## src/rtl/tx_stats_pkg.sv

```systemverilog
package tx_stats_pkg;
  localparam int unsigned N_FLAG = 7;
  localparam int unsigned N_CNT  = 6;
  localparam int unsigned AW     = 3;

  // flag bit positions on stat_i
  localparam int unsigned F_COLL_LIM = 0;
  localparam int unsigned F_DEF_TO   = 1;
  localparam int unsigned F_LATE     = 2;
  localparam int unsigned F_CARRIER  = 3;
  localparam int unsigned F_NO_HB    = 4;
  localparam int unsigned F_UNDERRUN = 5;
  localparam int unsigned F_SW_ABORT = 6;

  // flags that mark a frame as errored
  localparam logic [N_FLAG-1:0] ERR_MASK = 7'b110_0111;

  typedef logic [N_FLAG-1:0] tx_flags_t;

  // counter increment vector from one completion
  function automatic logic [N_CNT-1:0] flag_to_inc(input logic done, input tx_flags_t f);
    logic [N_CNT-1:0] inc;
    inc[0] = done & |(f & ERR_MASK);
    for (int k = 1; k < N_CNT; k++) inc[k] = done & f[k-1];
    return inc;
  endfunction
endpackage

```

## src/rtl/tx_sat_counter.sv

```systemverilog
module tx_sat_counter #(
  parameter int unsigned W = 32
) (
  input  logic         clk_i,
  input  logic         rst_ni,
  input  logic         inc_i,
  input  logic         clr_i,
  output logic [W-1:0] cnt_o
);
  localparam logic [W-1:0] MAX = {W{1'b1}};
  localparam logic [W-1:0] ONE = W'(1);

  logic [W-1:0] cnt_q;

  always_ff @(posedge clk_i or negedge rst_ni) begin
    if (!rst_ni)                     cnt_q <= '0;
    else if (clr_i)                  cnt_q <= inc_i ? ONE : '0;
    else if (inc_i && cnt_q != MAX)  cnt_q <= cnt_q + ONE;
  end

  assign cnt_o = cnt_q;

  a_r6_saturate: assert property (@(posedge clk_i) disable iff (!rst_ni)
    (cnt_q == MAX && !clr_i) |=> cnt_q == MAX);
  a_r8_clear_zero: assert property (@(posedge clk_i) disable iff (!rst_ni)
    (clr_i && !inc_i) |=> cnt_q == '0);
  a_r8_clear_inc: assert property (@(posedge clk_i) disable iff (!rst_ni)
    (clr_i && inc_i) |=> cnt_q == ONE);
  a_r4_single_step: assert property (@(posedge clk_i) disable iff (!rst_ni)
    !clr_i |=> (cnt_q == $past(cnt_q) || cnt_q == $past(cnt_q) + ONE));
endmodule

```

## src/rtl/tx_defer_timer.sv

```systemverilog
module tx_defer_timer #(
  parameter int unsigned LIMIT = 400000
) (
  input  logic clk_i,
  input  logic rst_ni,
  input  logic deferring_i,
  output logic abort_o
);
  localparam int unsigned TW = $clog2(LIMIT + 1);
  localparam logic [TW-1:0] LAST = TW'(LIMIT - 1);
  localparam logic [TW-1:0] FULL = TW'(LIMIT);

  logic [TW-1:0] cnt_q;

  // holds at FULL after expiry so the abort fires once per deferral run
  always_ff @(posedge clk_i or negedge rst_ni) begin
    if (!rst_ni)             cnt_q <= '0;
    else if (!deferring_i)   cnt_q <= '0;
    else if (cnt_q != FULL)  cnt_q <= cnt_q + TW'(1);
  end

  assign abort_o = deferring_i && (cnt_q == LAST);

  a_r9_only_deferring: assert property (@(posedge clk_i) disable iff (!rst_ni)
    abort_o |-> deferring_i);
  a_r9_single_pulse: assert property (@(posedge clk_i) disable iff (!rst_ni)
    abort_o |=> !abort_o);
endmodule

```

## src/rtl/tx_err_stats.sv

```systemverilog
module tx_err_stats
  import tx_stats_pkg::*;
#(
  parameter int unsigned CNT_W       = 32,
  parameter int unsigned DEFER_LIMIT = 400000
) (
  input  logic             clk_i,
  input  logic             rst_ni,
  input  logic             done_i,
  input  logic [6:0]       stat_i,
  input  logic             deferring_i,
  output logic             defer_abort_o,
  input  logic             rd_i,
  input  logic             rd_clr_i,
  input  logic [2:0]       rd_addr_i,
  output logic [CNT_W-1:0] rd_data_o
);
  localparam int unsigned NSLOT = 1 << AW;

  logic [N_CNT-1:0] inc;
  logic [CNT_W-1:0] slot [NSLOT];
  logic [CNT_W-1:0] rd_q;

  assign inc = flag_to_inc(done_i, stat_i);

  for (genvar i = 0; i < NSLOT; i++) begin : g_slot
    if (i < N_CNT) begin : g_cnt
      logic clr;
      assign clr = rd_i && rd_clr_i && (rd_addr_i == AW'(i));
      tx_sat_counter #(.W(CNT_W)) i_cnt (
        .clk_i  (clk_i),
        .rst_ni (rst_ni),
        .inc_i  (inc[i]),
        .clr_i  (clr),
        .cnt_o  (slot[i])
      );
    end else begin : g_empty
      assign slot[i] = '0;
    end
  end

  always_ff @(posedge clk_i or negedge rst_ni) begin
    if (!rst_ni)   rd_q <= '0;
    else if (rd_i) rd_q <= slot[rd_addr_i];
  end
  assign rd_data_o = rd_q;

  tx_defer_timer #(.LIMIT(DEFER_LIMIT)) i_defer (
    .clk_i       (clk_i),
    .rst_ni      (rst_ni),
    .deferring_i (deferring_i),
    .abort_o     (defer_abort_o)
  );

  a_r5_idle_errored: assert property (@(posedge clk_i) disable iff (!rst_ni)
    (!done_i && !(rd_i && rd_clr_i)) |=> slot[0] == $past(slot[0]));
  a_r7_hold_data: assert property (@(posedge clk_i) disable iff (!rst_ni)
    !rd_i |=> $stable(rd_data_o));
endmodule

```

## config.mk

```make
export PLATFORM = sky130hd
export DESIGN_NAME = tx_err_stats
export DESIGN_NICKNAME = d
export VERILOG_FILES = /design/src/rtl/tx_stats_pkg.sv /design/src/rtl/tx_sat_counter.sv /design/src/rtl/tx_defer_timer.sv /design/src/rtl/tx_err_stats.sv
export SDC_FILE = /design/constraint.sdc
export NUM_CORES = 1
export LEC_CHECK = 0
export CORE_ASPECT_RATIO = 1.5
export CORE_MARGIN = 3
export CORE_UTILIZATION = 35
export CTS_CLUSTER_DIAMETER = 200
export DETAILED_ROUTE_END_ITERATION = 16
export GPL_TIMING_DRIVEN = 0
export MAX_ROUTING_LAYER = met4
export PLACE_DENSITY_LB_ADDON = 0.1
export SLEW_MARGIN = 40
export SYNTH_ARGS = -nofsm -noshare
export SYNTH_HDL_FRONTEND = slang
export SYNTH_SLANG_ARGS = --single-unit
```

## constraint.sdc

```tcl
create_clock -name clk_i -period 2.1 [get_ports clk_i]
set_input_delay 0.21 -clock clk_i [delete_from_list [all_inputs] [get_ports clk_i]]
set_output_delay 0.21 -clock clk_i [all_outputs]
set_load 0.03 [all_outputs]
```

==> impl_metrics.tcl <==
set metrics [dict create \
    hold_viol_final 0 \
    violations "setup timing" \
    crit_path_max_fanout 3 \
    cts_num_sinks 243 \
    wire_per_inst_um 22.8 \
    core-area_um2 41100 \
    synth.avg_cell_area_um2 9.24 \
    cp-end-kind "output port" \
    powerDensity_nw_per_um2 665 \
    final_nets 1841 \
    ir_drop_mv 0.692 \
    synthArstFlopShare_pct 100 \
    grt_overflow 0 \
    cp.arrival_ns 1.98 \
    status "complete, but fails checks" \
    final_antenna_net_count 0 \
    vias 14188 \
    period_minus_slack_ns 2.19 \
    num_rows 91 \
    seq_area_frac_synth_pct 41.7 \
    clock_path_buffers 3 \
    grtUsageMet1_pct 26.6 \
    cp_slowest_cell "dfrtp_2" \
    drt-total-wl_um 54600 \
    grt_max_degree 59 \
    clkLatencyLatePin_ns 0.58 \
    finalSetupViolCount 4 \
    ys_ff_latch 243 \
    cts_buffers 29 \
    initial_utilization_pct 35.5 \
    firstDrtPassIters 5 \
    maxSlewViolCount 0 \
    maxCapViolCount 0 \
    final_layout_size_suffix_gt1_share_pct 30.9 \
    design_area_um2 19300 \
    grt_pass1_vias 13625 \
    slew_headroom_pct 52.1 \
    io_buffers 46 \
    die_width_um 173 \
    postSynthCellCount 1579 \
    path_clk_slew_ns 0.06 \
    grt_pass1_wl_um 82100 \
    hold_ws_ns 0.0180 \
    final_common_cell "dfrtp_1" \
    crit_required_ns 1.89 \
    hp-class "input pin to flop" \
    setup_tns_ns -0.231 \
    ys_warn_count 0 \
    synth_nets 1604 \
    grt_util_all_layers_pct 24.3 \
    critPathLaunchType "flop" \
    finClkSkew_ns 0.0306 \
    die_area_um2 44200 \
    viasPerCell 5.92 \
    placed_area_um2 15900 \
    synth.distinct_cells 82 \
    grt_util_met2_pct 44.0 \
    area_delta_synth_final_pct 32.7 \
    cts_root_buffer "clkbuf_16" \
    synth_area_um2 14600 \
    rsz0062_at_grt "yes" \
    synth_edf_count 0 \
    dp_slack_ns -1.43 \
    setup_ws_ns -0.0888 \
    p_leak_nw 7.48 \
    tightest_slew_ns 0.711 \
    io-pin-count 49 \
    die-height_um 256 \
    htree_levels 1 \
    finalCritPeriodShare_pct 104 \
    crit_path_cell_trace "ha_2, inv_1, or3_4, nor4b_4, buf_6" \
    hpwl_um 39000 \
    antenna_found_initial 0 \
    remaining_drc_errors 0 \
    grt.busiest_layer "met2" \
    crit_type "flop to output port" \
    final_cell_mix "dfrtp_1 (159), buf_4 (150), nand2_1 (147)" \
    cts_tree "done" \
    max_stage_delay_ns 0.37 \
    synth_flop_cell "dfrtp_1" \
    grt.met3_usage_pct 2.00 \
    drt_iter0_drc 991 \
    gp_congestion 0.930 \
    antennaDiodeCount 0 \
    fmaxAchievable_mhz 457 \
]
-- timing repair --
action / 4_1_cts / 5_1_grt
gates cloned: 1 / 6
setup endpoints to repair: 218 / 156
hold endpoints to repair: 185 / 0
pin swaps: 30 / 76
gates resized for setup: 166 / 180
hold buffers: 1 / 0
buffers inserted: 81 / 80
-- layer usage --
layer	share of wire (%)	vias up
met5	0	-
met4	5.5	0
met3	3.4	135
met2	53	416
met1	38	7130
li1	-	6507
-- cells in the mapped netlist, drive strengths merged (36+ instances only) --
master	n	share of area (%)
a21oi	143	4.9
clkbuf	60	1.6
dfrtp	243	42
nand2	155	4.0
nand3	84	3.0
nand4	60	2.7
nor2	110	2.8
o21ai	75	2.6
o31ai	45	2.4
or3	65	2.8
or4	74	3.9
xnor2	36	2.2
-- kinds of logic (layout without fill, tap and decap cells) --
family                   Yosys count  count (layout)  share of synthesized area (%)
AO/OA/AOI/OAI                    370             371                           15.9
XOR/XNOR                          47              47                           2.82
adder cells (fa/ha/maj)            9               9                          0.772
buffers and inverters            113             370                           3.23
flip-flops                       243             243                           41.7
multiplexers                      70              70                           7.81
AND/OR/NAND/NOR                  727             728                           27.7
-- worst max-delay path, delay by kind of cell (launching register included) --
family / cells / cell delay (ns)
and+or+nand+nor: 2 / 0.64
DFF: 1 / 0.37
buffers and inverters: 2 / 0.21
adders and majority gates: 1 / 0.18
-- state kept, by name, summed over array words and instances (netlist names) --
signal / cells
g_slot.g_cnt.i_cnt.cnt_o: 192
rd_data_o: 32
i_defer.cnt_q: 19
-- power breakdown --
| part | internal, mW | switching (mW) | leakage (nW) |
|---|---|---|---|
| sequential | 5.03 | 0.449 | 3.15 |
| combinational | 0.867 | 1.08 | 3.84 |
| clock | 3.30 | 2.14 | 0.495 |
-- stage by stage --
| step | total power [mW] | instances | utilization, % |
|---|---|---|---|
| after floorplan | 6.32 | 1579 | - |
| after global placement | 7.03 | 2183 | 38.3 |
| after detailed placement | 7.07 | 2187 | 38.7 |
| after CTS | 12.8 | 2313 | 43.9 |
| after global routing | 13.4 | 2396 | 47.1 |
| final | 12.9 | 2396 | 47.1 |
-- final timing paths --
check                                               start                              end  slack (ns)  depth (start not counted)
setup / recovery                         i_defer.cnt_q[0]                    defer_abort_o       -0.09                          5
hold reg to reg                             rd_data_o[20]                    rd_data_o[20]        0.52                          2
min in group asynchronous                          rst_ni   g_slot[5].g_cnt.i_cnt.cnt_o[9]        0.13                          2
hold / removal                                deferring_i                i_defer.cnt_q[10]        0.02                          2
setup reg to reg           g_slot[4].g_cnt.i_cnt.cnt_o[1]  g_slot[4].g_cnt.i_cnt.cnt_o[26]       -0.09                          6
max in group asynchronous                          rst_ni  g_slot[1].g_cnt.i_cnt.cnt_o[18]        1.02                          4
-- final cells by class --
cell class                      count  area, um^2
Inverter                           28         105
Tap cell                          558         698
Sequential cell                   243        6190
Buffer                             73         445
Timing Repair Buffer              216        1920
Fill cell                        3859       21800
Multi-Input combinational cell   1225        8970
Clock inverter                     10         159
Clock buffer                       43         858
Note: power is estimated with default switching activity, not from simulation.
